## config.mk

```make
export PLATFORM = sky130hd
export DESIGN_NAME = e3_ssm_rx
export DESIGN_NICKNAME = d
export VERILOG_FILES = /design/src/rtl/e3_ssm_pkg.sv /design/src/rtl/ssm_seq_tracker.sv /design/src/rtl/ssm_persist_filter.sv /design/src/rtl/ma_field_latch.sv /design/src/rtl/e3_ssm_rx.sv
export SDC_FILE = /design/constraint.sdc
export NUM_CORES = 1
export LEC_CHECK = 0
export BUFFER_PORTS_ARGS = -buffer_cell sky130_fd_sc_hd__buf_2
export CAP_MARGIN = 30
export CORE_MARGIN = 4
export CORE_UTILIZATION = 40
export CTS_BUF_LIST = sky130_fd_sc_hd__clkbuf_4 sky130_fd_sc_hd__clkbuf_8
export CTS_CLUSTER_SIZE = 24
export DETAILED_ROUTE_END_ITERATION = 8
export GPL_TIMING_DRIVEN = 0
export SKIP_LAST_GASP = 1
export SYNTH_ARGS = -nofsm -noshare
export SYNTH_HDL_FRONTEND = slang
export SYNTH_SLANG_ARGS = --single-unit
```

## constraint.sdc

```tcl
create_clock -name clk -period 5.98 [get_ports clk]
set_clock_uncertainty 0.15 [all_clocks]
set_input_delay 0.299 -clock clk [delete_from_list [all_inputs] [get_ports clk]]
set_output_delay 0.299 -clock clk [all_outputs]
set_load 0.05 [all_outputs]
```

## src/rtl/e3_ssm_pkg.sv

```systemverilog
package e3_ssm_pkg;
    localparam int SSM_W  = 4;
    localparam int IDX_W  = $clog2(SSM_W);
    localparam int PT_W   = 3;
    localparam int CNT_W  = 3;

    // Overhead byte, most significant bit first
    typedef struct packed {
        logic             rdi;
        logic             rei;
        logic [PT_W-1:0]  ptype;
        logic [IDX_W-1:0] idx;
        logic             sbit;
    } ma_byte_t;

    typedef struct packed {
        logic             rdi;
        logic             rei;
        logic [PT_W-1:0]  ptype;
    } ma_fields_t;

    function automatic logic [IDX_W-1:0] idx_next(input logic [IDX_W-1:0] i);
        return i + 1'b1;
    endfunction

    function automatic ma_fields_t split_fields(input ma_byte_t b);
        ma_fields_t f;
        f.rdi   = b.rdi;
        f.rei   = b.rei;
        f.ptype = b.ptype;
        return f;
    endfunction
endpackage

```

## src/rtl/ssm_seq_tracker.sv

```systemverilog
module ssm_seq_tracker
    import e3_ssm_pkg::*;
(
    input  logic             clk,
    input  logic             rst,
    input  logic             accept,
    input  logic             flush,
    input  logic [IDX_W-1:0] idx,
    input  logic             sbit,
    output logic [SSM_W-1:0] word,
    output logic             word_done,
    output logic             seq_err,
    output logic             run_clear
);
    localparam int RUN_W = IDX_W + 1;
    localparam logic [IDX_W-1:0] LAST_IDX = IDX_W'(SSM_W - 1);

    logic             have_prev;
    logic [IDX_W-1:0] prev_idx;
    logic [RUN_W-1:0] run;
    logic [SSM_W-1:0] part;
    logic [SSM_W-1:0] part_set;
    logic             in_order;

    assign in_order = !have_prev || (idx == idx_next(prev_idx));

    always_comb begin
        part_set = part;
        for (int i = 0; i < SSM_W; i++) begin
            if (i == SSM_W - 1 - int'(idx)) part_set[i] = sbit;
        end
    end

    always_ff @(posedge clk) begin
        if (rst) begin
            have_prev <= 1'b0;
            prev_idx  <= '0;
            run       <= '0;
            part      <= '0;
            word      <= '0;
            word_done <= 1'b0;
            seq_err   <= 1'b0;
            run_clear <= 1'b0;
        end else begin
            word_done <= 1'b0;
            seq_err   <= 1'b0;
            run_clear <= 1'b0;
            if (flush) begin
                have_prev <= 1'b0;
                run       <= '0;
                part      <= '0;
                run_clear <= 1'b1;
            end else if (accept) begin
                have_prev <= 1'b1;
                prev_idx  <= idx;
                if (!in_order) begin
                    seq_err   <= 1'b1;
                    run_clear <= 1'b1;
                end
                if (idx == '0) begin
                    run  <= RUN_W'(1);
                    part <= {sbit, {(SSM_W-1){1'b0}}};
                end else if (in_order && run == {1'b0, idx}) begin
                    part <= part_set;
                    if (idx == LAST_IDX) begin
                        word      <= part_set;
                        word_done <= 1'b1;
                        run       <= '0;
                    end else begin
                        run <= {1'b0, idx} + 1'b1;
                    end
                end else begin
                    run <= '0;
                end
            end
        end
    end
endmodule

```

## src/rtl/ssm_persist_filter.sv

```systemverilog
module ssm_persist_filter
    import e3_ssm_pkg::*;
(
    input  logic             clk,
    input  logic             rst,
    input  logic             done,
    input  logic [SSM_W-1:0] word,
    input  logic             clear,
    input  logic [CNT_W-1:0] thresh,
    output logic [SSM_W-1:0] stable,
    output logic             change
);
    logic [SSM_W-1:0] cand;
    logic [CNT_W-1:0] cnt;
    logic [CNT_W-1:0] cnt_nx;
    logic [CNT_W-1:0] thr_eff;

    assign thr_eff = (thresh == '0) ? CNT_W'(1) : thresh;

    always_comb begin
        if (cnt != '0 && word == cand)
            cnt_nx = (cnt == {CNT_W{1'b1}}) ? cnt : cnt + 1'b1;
        else
            cnt_nx = CNT_W'(1);
    end

    always_ff @(posedge clk) begin
        if (rst) begin
            cand   <= '0;
            cnt    <= '0;
            stable <= '0;
            change <= 1'b0;
        end else begin
            change <= 1'b0;
            if (done) begin
                cand <= word;
                cnt  <= cnt_nx;
                if (cnt_nx >= thr_eff && word != stable) begin
                    stable <= word;
                    change <= 1'b1;
                end
            end else if (clear) begin
                cnt <= '0;
            end
        end
    end
endmodule

```

## src/rtl/ma_field_latch.sv

```systemverilog
module ma_field_latch
    import e3_ssm_pkg::*;
(
    input  logic       clk,
    input  logic       rst,
    input  logic       accept,
    input  ma_byte_t   byte_in,
    output ma_fields_t fields
);
    always_ff @(posedge clk) begin
        if (rst)         fields <= '0;
        else if (accept) fields <= split_fields(byte_in);
    end
endmodule

```

## src/rtl/e3_ssm_rx.sv

```systemverilog
module e3_ssm_rx
    import e3_ssm_pkg::*;
(
    input  logic             clk,
    input  logic             rst,
    input  logic             ma_valid,
    input  logic             in_frame,
    input  logic [7:0]       ma_byte,
    input  logic [CNT_W-1:0] persist_cfg,
    output logic [SSM_W-1:0] ssm_raw,
    output logic [SSM_W-1:0] ssm_stable,
    output logic             ssm_change,
    output logic             seq_err,
    output logic             rdi,
    output logic             rei,
    output logic [PT_W-1:0]  payload_type
);
    ma_byte_t   mb;
    ma_fields_t fields;
    logic       accept;
    logic       word_done;
    logic       run_clear;

    assign mb     = ma_byte_t'(ma_byte);
    assign accept = ma_valid && in_frame;

    ssm_seq_tracker u_trk (
        .clk       (clk),
        .rst       (rst),
        .accept    (accept),
        .flush     (!in_frame),
        .idx       (mb.idx),
        .sbit      (mb.sbit),
        .word      (ssm_raw),
        .word_done (word_done),
        .seq_err   (seq_err),
        .run_clear (run_clear)
    );

    ssm_persist_filter u_flt (
        .clk    (clk),
        .rst    (rst),
        .done   (word_done),
        .word   (ssm_raw),
        .clear  (run_clear),
        .thresh (persist_cfg),
        .stable (ssm_stable),
        .change (ssm_change)
    );

    ma_field_latch u_fld (
        .clk     (clk),
        .rst     (rst),
        .accept  (accept),
        .byte_in (mb),
        .fields  (fields)
    );

    assign rdi          = fields.rdi;
    assign rei          = fields.rei;
    assign payload_type = fields.ptype;
endmodule

```

==> results.py <==
metrics = {
    "yosys": {
        "yosys.area.top_type": "sky130_fd_sc_hd__dfxtp_1",
        "synth-seq-cells": 32,
        "synth-warning-count": 0,
        "post_synth_inst_count": 184,
        "ys.flop_type": "sky130_fd_sc_hd__dfxtp_1",
        "ys_async_sr_fraction_pct": 0,
        "synth-compound-area-share_pct": 15.7,
        "post_synth_and_or_nand_nor_area_fraction_pct": 20.3,
        "post_synth_fa_ha_maj_area_fraction_pct": 7.09,
        "syn_area_mm2": 0.00159,
        "post_synth_xor_area_fraction_pct": 7.09,
        "synthMuxAreaShare_pct": 5.28,
        "post_synth_num_cell_types": 37,
        "postSynthAreaPerCell_um2": 8.64,
        "synth_top_family_by_area": "simple AND/OR/NAND/NOR gates",
        "synth-edff-count": 0,
        "mapped_nets": 208,
        "ys_seq_area_share_pct": 40.3,
        "synth.top_cell.area_share_pct": 40.3,
        "yosys-top-cells-area": "sky130_fd_sc_hd__dfxtp_1 (40%), sky130_fd_sc_hd__ha_1 (7.1%), sky130_fd_sc_hd__nand2_1 (6.1%)",
    },
    "sta": {
        "slew_headroom_pct": 64.8,
        "slew_viol_final": 0,
        "layout_worst_path_cycle_share_pct": 42.8,
        "hold_viol": 0,
        "max_freq_ghz": 0.391,
        "report.final.setup_viol": 0,
        "grt_setup_unrepaired": "no",
        "postLayoutSetupSlackWorst_ps": 3420,
        "hold-worst-slack_ps": 100,
        "tns_ps": 0,
        "worstMarginPinSlew_ps": 527,
        "final.min_clock_period_ps": 2560,
    },
    "worst_hold_path": {
        "hold_path.startpoint": "ma_byte[4]",
        "hold_path_cell_cnt": 3,
        "timing.hold.worst_endpoint": "u_fld.fields[1]",
        "hold_path_class": "input port to flip-flop",
    },
    "power": {
        "power.combinational.fraction_pct": 9.5,
        "power_frac_seq_pct": 49.9,
        "power.internal_mw": 0.334,
        "switching_share_pct": 24.1,
        "power.ir.vdd_worst_mv": 0.121,
        "p_clk_share_pct": 40.6,
        "leakagePower_nw": 0.799,
        "powerDensity_mw_per_mm2": 233,
        "switchingPower_mw": 0.106,
    },
    "layout": {
        "n_antenna_cell": 0,
        "mostFrequentLayoutCell": "sky130_fd_sc_hd__dfxtp_1",
        "design_area_mm2": 0.00189,
        "final_nets": 243,
        "post_route_cells_drive_above_1_share_pct": 19.6,
        "area.growth.synth_to_final_pct": 18.7,
        "layout_common_cells": "sky130_fd_sc_hd__dfxtp_1 (32), sky130_fd_sc_hd__buf_2 (28), sky130_fd_sc_hd__nand2_1 (26), sky130_fd_sc_hd__a21oi_1 (18), sky130_fd_sc_hd__nor2_1 (17)",
    },
    "clock_tree": {
        "cts_buffers": 5,
        "clock_tree.htree_level_count": 2,
        "tritoncts_clock_tree": "done",
        "cts_hold_buffers": 0,
        "cts_root_buffer": "sky130_fd_sc_hd__clkbuf_8",
        "clkTransAtPathRegs_ps": 70,
        "clkLatencyLatePin_ps": 280,
        "clock_sinks": 32,
        "cts-root-to-sink-buffers": 2,
        "cts.repair.resized": 0,
        "cts_setup_buffers": 0,
    },
    "place": {
        "gp_congestion": 0.813,
        "worst_case_setup_slack_after_placement_ps": 3440,
        "hpwl_mm": 2.41,
        "placement.cell_area_mm2": 0.00179,
        "port_buffers": 28,
    },
    "detailed_routing": {
        "wire_length_on_met3_um": 183,
        "remaining_drc_errors": 0,
        "dr.max_layer_used": "met4",
        "detail_route.vias_per_cell": 4.94,
        "detail_route.wl_per_cell_um": 12.2,
        "route.vias.total": 1318,
        "route.met2.wl_mm": 1.49,
        "wl_met1_mm": 1.51,
        "finalWirelength_mm": 3.25,
        "antenna_nets_post_route": 0,
        "detailedRoute.firstIterationViolations": 59,
        "drt_pre_antenna_iters": 4,
    },
    "critical_path": {
        "cp_data_arrival_time_ps": 2610,
        "critical_path.reg2reg.startpoint": "u_trk.word[3]",
        "worst-endpoint-required_ps": 6040,
        "worstPathCellList": "xnor2_1 -> nand3_1 -> or2_1 -> nor2_1 -> ha_1 -> nand2b_1 -> a21o_1 -> a21oi_1 -> o21ai_0 -> a21oi_1",
        "setup.worst_path.end_class": "flip-flop",
        "worst_path_max_delay_cell": "sky130_fd_sc_hd__dfxtp_1",
        "critical_path.max_fanout": 6,
        "critical_path.startpoint_type": "flip-flop",
        "worst-setup-path-type": "flip-flop to flip-flop",
        "critPathMaxStageDelay_ps": 480,
        "reg2reg_setup_slack_ps": 3420,
        "r2r_end": "u_flt.stable[2]",
        "reg2regPathDepth": 10,
        "worst_path_most_repeated_cell": "sky130_fd_sc_hd__a21oi_1",
    },
    "global_route": {
        "pin_count_of_the_biggest_net_entering_global_routing": 11,
        "gr-total-overflow": 0,
        "grt_pass1_wl_mm": 5.67,
        "grt_antenna_before_repair": 0,
        "grt_pass1_vias": 1221,
        "grt_usage_pct": 14.0,
    },
    "job": {
        "max_cap_viol_count": 0,
    },
    "floorplanning": {
        "core_area_mm2": 0.00374,
        "die_h_um": 71.0,
        "i_o_pin_count": 30,
        "fp-row-count": 22,
        "design.die.area_mm2": 0.00505,
        "die_width_um": 71.0,
        "start_util_pct": 42.4,
    },
    "outcome": {
        "run_status": "finished clean",
    },
}
## per-stage QoR
step,utilization [%],total power [mW],cells
3_5_place_dp,47.8,0.266,260
6_report,50.4,0.440,267
4_1_cts,50.4,0.445,267
5_1_grt,50.4,0.461,267
3_3_place_gp,47.8,0.266,260
2_1_floorplan,-,0.252,184
## synth_stat cells, types with 4 or more instances
| cell | n |
|---|---|
| sky130_fd_sc_hd__a21oi_1 | 18 |
| sky130_fd_sc_hd__nand2b_1 | 4 |
| sky130_fd_sc_hd__xnor2_1 | 7 |
| sky130_fd_sc_hd__mux2i_1 | 7 |
| sky130_fd_sc_hd__nand2_1 | 26 |
| sky130_fd_sc_hd__a21o_1 | 4 |
| sky130_fd_sc_hd__o21ai_0 | 5 |
| sky130_fd_sc_hd__nor2_1 | 17 |
| sky130_fd_sc_hd__dfxtp_1 | 32 |
| sky130_fd_sc_hd__inv_1 | 11 |
| sky130_fd_sc_hd__xor2_1 | 4 |
| sky130_fd_sc_hd__ha_1 | 9 |
| sky130_fd_sc_hd__nand3_1 | 8 |
## layout make-up
type / count / area (um^2)
Buffer: 5 / 26.3
Clock buffer: 7 / 96.3
Fill cell: 364 / 1860
Inverter: 11 / 41.3
Multi-Input combinational cell: 136 / 881
Sequential cell: 32 / 641
Tap cell: 48 / 60.1
Timing Repair Buffer: 28 / 140
## power groups by stage
stage / clock network, mW / logic, mW / registers [mW]
3_3_place_gp: 0 / 0.0417 / 0.224
4_1_cts: 0.184 / 0.0422 / 0.219
3_5_place_dp: 0 / 0.0419 / 0.224
2_1_floorplan: 0 / 0.0221 / 0.230
5_1_grt: 0.196 / 0.0461 / 0.219
6_report: 0.179 / 0.0418 / 0.219
## worst max-delay path, delay by kind of cell (launching register included)
family	cells	cell delay, ps
DFF	1	480
AOI/OAI and AO/OA	4	780
xor gates and xnor gates	1	150
adders and majority gates	1	230
and+or+nand+nor	4	690
## sequential cells by signal (all words and copies together) (netlist names)
name	cells
u_flt.cand	4
u_trk.word_done	1
u_flt.stable	4
u_trk.seq_err	1
u_trk.part	3
u_trk.have_prev	1
u_trk.word	4
u_flt.change	1
u_trk.run_clear	1
u_trk.prev_idx	2
u_fld.fields	5
u_flt.cnt	3
u_trk.run	2
## kinds of logic (layout without fill, tap and decap cells)
group / Yosys count / count (layout)
and+or+nand+nor: 68 / 68
AOI/OAI and AO/OA: 39 / 39
DFF: 32 / 32
buffers and inverters: 16 / 51
xor gates and xnor gates: 12 / 12
adders and majority gates: 9 / 9
muxes: 8 / 8
## worst max path at each step
stage          slack [ps]         endpoint     startpoint
2_1_floorplan        3410  u_flt.stable[3]  u_trk.word[3]
4_1_cts              3420  u_flt.stable[0]  u_trk.word[3]
6_report             3420  u_flt.stable[2]  u_trk.word[3]
5_1_grt              3170  u_flt.stable[1]  u_trk.word[3]
3_3_place_gp         3480  u_flt.stable[3]  u_trk.word[3]
3_5_place_dp         3440  u_flt.stable[0]  u_trk.word[3]
## metal layers
layer  GRT usage, %  vias to the layer above
met5              0                        -
met4           6.47                        0
met3           5.11                        8
met2           21.9                       29
met1           17.1                      586
li1               -                      695
Power figures use the tool's default switching activity.
